### src/rtl/polar_disc_pkg.sv
package polar_disc_pkg;

    localparam int DW    = 16;           // sample and result width
    localparam int GUARD = 2;            // fractional guard bits in x/y
    localparam int XW    = DW + GUARD + 3; // x/y datapath width (gain growth)
    localparam int AW    = DW + 4;       // angle accumulator, 2^(AW-1) = pi
    localparam int MAX_STAGES = 16;
    localparam logic [15:0] INV_GAIN = 16'd39797; // 0.60725 * 2^16

    typedef struct packed {
        logic                 valid;
        logic signed [XW-1:0] x;
        logic signed [XW-1:0] y;
        logic signed [AW-1:0] z;
    } vec_t;

    // atan(2^-i)/pi scaled to 2^31, reduced to AW bits with rounding
    function automatic logic [AW-1:0] atan_step(input int i);
        logic [31:0] v;
        logic [31:0] r;
        case (i)
            0:  v = 32'd536870912;
            1:  v = 32'd316933406;
            2:  v = 32'd167458907;
            3:  v = 32'd85004756;
            4:  v = 32'd42667331;
            5:  v = 32'd21354465;
            6:  v = 32'd10679838;
            7:  v = 32'd5340245;
            8:  v = 32'd2670163;
            9:  v = 32'd1335087;
            10: v = 32'd667544;
            11: v = 32'd333772;
            12: v = 32'd166886;
            13: v = 32'd83443;
            14: v = 32'd41722;
            15: v = 32'd20861;
            default: v = 32'd0;
        endcase
        r = (v + (32'd1 << (31 - AW))) >> (32 - AW);
        return AW'(r);
    endfunction

endpackage

### src/rtl/cordic_vec.sv
module cordic_vec
    import polar_disc_pkg::*;
#(
    parameter int STAGES = 16
) (
    input  logic                 clk,
    input  logic                 rst,
    input  logic                 in_valid,
    input  logic [DW-1:0]        in_i,
    input  logic [DW-1:0]        in_q,
    output logic                 res_valid,
    output logic signed [XW-1:0] res_x,
    output logic signed [AW-1:0] res_z
);
    localparam logic signed [AW-1:0] QUARTER = AW'(1) <<< (AW - 2);

    vec_t st [0:STAGES];

    logic signed [XW-1:0] xi, yi;
    vec_t fold;

    always_comb begin
        xi = {{(XW-DW){in_i[DW-1]}}, in_i} <<< GUARD;
        yi = {{(XW-DW){in_q[DW-1]}}, in_q} <<< GUARD;
        fold.valid = in_valid;
        if (!xi[XW-1]) begin
            fold.x = xi;
            fold.y = yi;
            fold.z = '0;
        end else if (!yi[XW-1]) begin
            fold.x = yi;       // turn by -90 degrees
            fold.y = -xi;
            fold.z = QUARTER;
        end else begin
            fold.x = -yi;      // turn by +90 degrees
            fold.y = xi;
            fold.z = -QUARTER;
        end
    end

    always_ff @(posedge clk) begin
        if (rst) st[0] <= '0;
        else     st[0] <= fold;
    end

    assert_fold_right_half_R3: assert property (@(posedge clk) disable iff (rst)
        st[0].valid |-> !st[0].x[XW-1]);

    for (genvar g = 0; g < STAGES; g++) begin : g_stage
        localparam logic signed [AW-1:0] ANG = atan_step(g);
        logic signed [XW-1:0] xs, ys;
        assign xs = st[g].x;
        assign ys = st[g].y;

        always_ff @(posedge clk) begin
            if (rst) begin
                st[g+1] <= '0;
            end else begin
                st[g+1].valid <= st[g].valid;
                if (!ys[XW-1]) begin
                    st[g+1].x <= xs + (ys >>> g);
                    st[g+1].y <= ys - (xs >>> g);
                    st[g+1].z <= st[g].z + ANG;
                end else begin
                    st[g+1].x <= xs - (ys >>> g);
                    st[g+1].y <= ys + (xs >>> g);
                    st[g+1].z <= st[g].z - ANG;
                end
            end
        end
    end

    assign res_valid = st[STAGES].valid;
    assign res_x     = st[STAGES].x;
    assign res_z     = st[STAGES].z;

endmodule

### src/rtl/polar_scale.sv
module polar_scale
    import polar_disc_pkg::*;
(
    input  logic                 clk,
    input  logic                 rst,
    input  logic                 v_in,
    input  logic signed [XW-1:0] x_in,
    input  logic signed [AW-1:0] z_in,
    output logic                 v_out,
    output logic [DW-1:0]        mag_out,
    output logic [DW-1:0]        phase_out
);
    localparam int PW = XW + 16;
    localparam logic [PW-1:0] HALF_M = PW'(1) << (GUARD + 15);
    localparam logic signed [AW-1:0] HALF_Z = AW'(1) <<< (AW - DW - 1);

    logic [PW-1:0]        prod, rounded;
    logic [DW-1:0]        mag_c;
    logic signed [AW-1:0] zr;

    always_comb begin
        prod    = PW'($unsigned(x_in)) * PW'(INV_GAIN);
        rounded = prod + HALF_M;
        if ((rounded >> (GUARD + 16 + DW)) != '0) mag_c = '1;
        else                                      mag_c = DW'(rounded >> (GUARD + 16));
        zr = z_in + HALF_Z;   // wraps at +pi naturally
    end

    always_ff @(posedge clk) begin
        if (rst) begin
            v_out     <= 1'b0;
            mag_out   <= '0;
            phase_out <= '0;
        end else begin
            v_out <= v_in;
            if (v_in) begin
                mag_out   <= mag_c;
                phase_out <= DW'(zr >>> (AW - DW));
            end
        end
    end

endmodule

### src/rtl/freq_disc.sv
module freq_disc
    import polar_disc_pkg::*;
#(
    parameter int KW = 3
) (
    input  logic          clk,
    input  logic          rst,
    input  logic          ph_valid,
    input  logic [DW-1:0] ph,
    input  logic [KW-1:0] k,
    output logic          f_valid,
    output logic [DW-1:0] f
);
    localparam int FRAC = (1 << KW) - 1;
    localparam int SW   = DW + FRAC;
    localparam int EW   = SW + 3;

    logic [DW-1:0]        prev;
    logic                 have_prev;
    logic signed [SW-1:0] s;

    logic signed [DW-1:0] dlt;
    logic signed [EW-1:0] tgt, err, step, snext;

    always_comb begin
        dlt   = signed'(ph - prev);
        tgt   = EW'(dlt) <<< FRAC;
        err   = tgt - EW'(s);
        step  = err >>> k;
        snext = EW'(s) + step;
    end

    always_ff @(posedge clk) begin
        if (rst) begin
            prev      <= '0;
            have_prev <= 1'b0;
            s         <= '0;
            f_valid   <= 1'b0;
            f         <= '0;
        end else begin
            f_valid <= ph_valid && have_prev;
            if (ph_valid) begin
                prev      <= ph;
                have_prev <= 1'b1;
                if (have_prev) begin
                    s <= SW'(snext);
                    f <= DW'(snext >>> FRAC);
                end
            end
        end
    end

    assert_freq_after_phase_R5: assert property (@(posedge clk) disable iff (rst)
        f_valid |-> $past(ph_valid));

    assert_first_phase_quiet_R6: assert property (@(posedge clk) disable iff (rst)
        f_valid |-> $past(have_prev));

endmodule

### src/rtl/polar_disc.sv
module polar_disc
    import polar_disc_pkg::*;
#(
    parameter int STAGES = 16,
    parameter int KW     = 3
) (
    input  logic          clk,
    input  logic          rst,
    input  logic          in_valid,
    input  logic [15:0]   in_i,
    input  logic [15:0]   in_q,
    input  logic [KW-1:0] smooth_k,
    output logic          out_valid,
    output logic [15:0]   mag,
    output logic [15:0]   phase,
    output logic          freq_valid,
    output logic [15:0]   freq
);
    localparam int LAT = STAGES + 1;
    localparam int CW  = $clog2(LAT + 2) + 1;

    logic                 c_valid;
    logic signed [XW-1:0] c_x;
    logic signed [AW-1:0] c_z;

    cordic_vec #(.STAGES(STAGES)) u_cordic (
        .clk(clk), .rst(rst), .in_valid(in_valid), .in_i(in_i), .in_q(in_q),
        .res_valid(c_valid), .res_x(c_x), .res_z(c_z)
    );

    polar_scale u_scale (
        .clk(clk), .rst(rst), .v_in(c_valid), .x_in(c_x), .z_in(c_z),
        .v_out(out_valid), .mag_out(mag), .phase_out(phase)
    );

    freq_disc #(.KW(KW)) u_freq (
        .clk(clk), .rst(rst), .ph_valid(out_valid), .ph(phase), .k(smooth_k),
        .f_valid(freq_valid), .f(freq)
    );

    // samples accepted but not yet delivered (checking only)
    logic [CW-1:0] inflight;
    always_ff @(posedge clk) begin
        if (rst)                       inflight <= '0;
        else if (in_valid && !out_valid) inflight <= inflight + 1'b1;
        else if (!in_valid && out_valid) inflight <= inflight - 1'b1;
    end

    assert_result_has_source_R4: assert property (@(posedge clk) disable iff (rst)
        out_valid |-> (inflight != '0));

    assert_inflight_bound_R4: assert property (@(posedge clk) disable iff (rst)
        inflight <= CW'(LAT + 1));

endmodule

### config.mk
export PLATFORM = sky130hd
export DESIGN_NAME = polar_disc
export DESIGN_NICKNAME = d
export VERILOG_FILES = /design/src/rtl/polar_disc_pkg.sv /design/src/rtl/cordic_vec.sv /design/src/rtl/polar_scale.sv /design/src/rtl/freq_disc.sv /design/src/rtl/polar_disc.sv
export SDC_FILE = /design/constraint.sdc
export NUM_CORES = 2
export LEC_CHECK = 0
export BUFFER_PORTS_ARGS = -buffer_cell sky130_fd_sc_hd__buf_4
export CORE_UTILIZATION = 30
export DETAILED_ROUTE_END_ITERATION = 10
export RECOVER_POWER = 50
export SLEW_MARGIN = 20
export SYNTH_ARGS = -nofsm -noshare
export SYNTH_HDL_FRONTEND = slang
export SYNTH_SLANG_ARGS = --single-unit
### constraint.sdc
create_clock -name clk -period 11 [get_ports clk]
set_input_delay 1.65 -clock clk [delete_from_list [all_inputs] [get_ports clk]]
set_output_delay 1.65 -clock clk [all_outputs]
set_load 0.03 [all_outputs]
==> results.ini <==
[synthesis]
ys_types = 100
synthArstFlopShare = 0
synthMuxAreaShare = 0.01640
ys_ff_latch = 1043
yosysSeqAreaShare = 0.2825
avgSynthCellArea_sq_um = 8.497
synthAdderAreaFrac = 0.2077
yosysWarnings = 0
synth_top_family_by_area = adder cells
synth.cell_area_sq_mm = 0.1062
synth-simple-area-share = 0.1606
syn-instance-count = 12501
synth-main-ff-cell = edfxtp_1
synth_xor_area_frac = 0.07182
synth_compound_area_frac = 0.1965
synth_edf_count = 912

[place]
portBuffers = 87
gp_congestion = 0.9040
hpwl_um = 207800
dpl_worst_slack_ps = 3793
place_area_sq_mm = 0.1147

[critical_path]
crit_slowest_cell = clkbuf_1
cp-end-kind = register
cp_max_fo = 74
crit_arrival_ps = 8880
worst_ep_required_time_ps = 11500
criticalPathCategory = primary input to register
worstPathCellList = clkbuf_1 > inv_1 > nand2_1 > inv_1 > mux2i_1 > fa_1 > a21o_1 > a21oi_1 > nor2b_1 > o21a_1 > o41ai_1 > a21oi_1 > a211oi_1 > or3_1 > o21ai_0 > xnor2_1 > nor2_1
startpoint_type = primary input
cpPeakStageDelay_ps = 2660

[timing]
period_share = 0.7623
skew_ps = 41.96
setup_ws_ps = 2615
slew_viol_final = 569
fin_setup_tns_ps = 0
fmax_ghz = 0.1193
setup_viol = 0
layout_min_cycle_time_ps = 8385
hold_violations = 0
tightestPinTransition_ps = 3848
relSlewSlack = -1.566
rsz0062_at_grt = no

[clock_tree]
cts_tree = yes
cts-htree-levels = 3
clk_latency_ps = 780
cts.repair.resized = 0
clk_pin_slew_worst_paths_ps = 70
cts_max_path_buffers = 3
numCtsBuffers = 118
hold_buffers = 0
ctsRootBufferMaster = clkbuf_16
post-cts-setup-buffers = 0
clock_sinks = 1043

[global_routing]
antenna_found_initial = 2
grt_max_degree = 164
gr-usage-all-layers = 0.1457
gr-total-overflow = 0
grt_pass1_vias = 82318
grt_pass1_wl_um = 432300

[status]
failed_checks = capacitance limit, slew limit
status = finished, violations left

[routing]
via_per_inst = 4.799
drtPass1Iterations = 6
drc = 0
drt_iter0_drc = 5780
vias = 86383
routed_wl_um = 267300
ant_nets = 0
wl_per_cell_um = 14.85

[die]
io_pins = 88
die_w_um = 597.0
die_area_sq_mm = 0.3565
fp-row-count = 218
dieHeight_um = 597.0
coreArea_sq_mm = 0.3524
start_util = 0.3014

[final_layout]
utilization = 0.3367
antenna_cells = 0
design_area_sq_mm = 0.1187
syn_to_final_growth_pct = 11.72
nNetsFinal = 14851
most-common-layout-cells = nor2_1 (1725), ha_1 (1442), inv_1 (1285), a21oi_1 (1012), conb_1 (915)
drive_gt1_frac = 0.03165
mostFrequentLayoutCell = nor2_1

[job]
drv_cap = 8

[min_path]
hold_class = register to register

## cells in the mapped netlist, types with 185 or more instances
cell | n | area share
inv_1 | 1284 | 0.045
nand2_1 | 534 | 0.019
o21bai_1 | 189 | 0.013
xor2_1 | 294 | 0.024
xnor2_1 | 577 | 0.048
edfxtp_1 | 912 | 0.26
a211oi_1 | 200 | 0.014
nor2_1 | 1725 | 0.061
fa_1 | 201 | 0.038
nor3_1 | 390 | 0.018
ha_1 | 1442 | 0.17
a21oi_1 | 1012 | 0.048
clkbuf_1 | 423 | 0.015
a21o_1 | 185 | 0.013
o21ai_0 | 655 | 0.031
nor2b_1 | 196 | 0.012
## stage by stage
| stage | cells | hold slack (ps) |
|---|---|---|
| 4_1_cts | 18002 | 442.4 |
| 3_3_place_gp | 17780 | 417.1 |
| 5_1_grt | 18002 | 457.9 |
| 3_5_place_dp | 17780 | 427.0 |
| 6_report | 18002 | 436.8 |
| 2_1_floorplan | 13414 | 413.8 |
## final timing paths
kind         slack [ps]                start                  end  cells past startpoint
min                 440  u_cordic.st[10][62]  u_cordic.st[11][62]                      1
min reg2reg         440  u_cordic.st[10][62]  u_cordic.st[11][62]                      1
max                2610                  rst  u_cordic.st[16][61]                     17
max reg2reg        3680  u_cordic.st[16][50]   u_scale.mag_out[3]                     24
## layer usage
metal | track usage | up-vias | part of all wire
met5 | 0 | - | 0.000049
met4 | 0.03448 | 2 | 0.025
met2 | 0.2492 | 1356 | 0.47
met3 | 0.01451 | 339 | 0.030
li1 | - | 44399 | -
met1 | 0.1964 | 40287 | 0.47
## cell type report
class / count / area [sq um]
clock buffers: 143 / 3252
well taps: 4730 / 5918
flip-flops and latches: 1043 / 30010
inverters: 1293 / 4853
fillers: 37153 / 233700
multi-input cells: 10569 / 72800
repair buffers: 145 / 887.1
clock inverters: 79 / 943.4
## cell families (layout without fill, tap and decap cells)
| family | Yosys count | after routing |
|---|---|---|
| xor gates and xnor gates | 871 | 871 |
| muxes | 171 | 171 |
| other | 2 | 915 |
| AOI/OAI and AO/OA | 3254 | 3254 |
| DFF | 1043 | 1043 |
| buffers and inverters | 1802 | 1660 |
| adders and majority gates | 1643 | 1643 |
| and+or+nand+nor | 3715 | 3715 |
## state kept, by name, summed over array words and instances, names as in the netlist
signal and flops:
u_scale.v_out 1, u_cordic.st 969, u_freq.f_valid 1, u_scale.mag_out 16
u_scale.phase_out 16, u_freq.prev 16, u_freq.s 23, u_freq.have_prev 1
## critical path, delay by kind of cell
family,cells,cell delay [ps]
buffers and inverters,3,3900
AO/OA/AOI/OAI,7,1650
AND/OR/NAND/NOR,4,750
adder cells (fa/ha/maj),1,450
multiplexers,1,280
XOR/XNOR,1,180
Power is not shown: default switching activity piles up to over one toggle a cycle in this logic, so the estimate is an artifact.
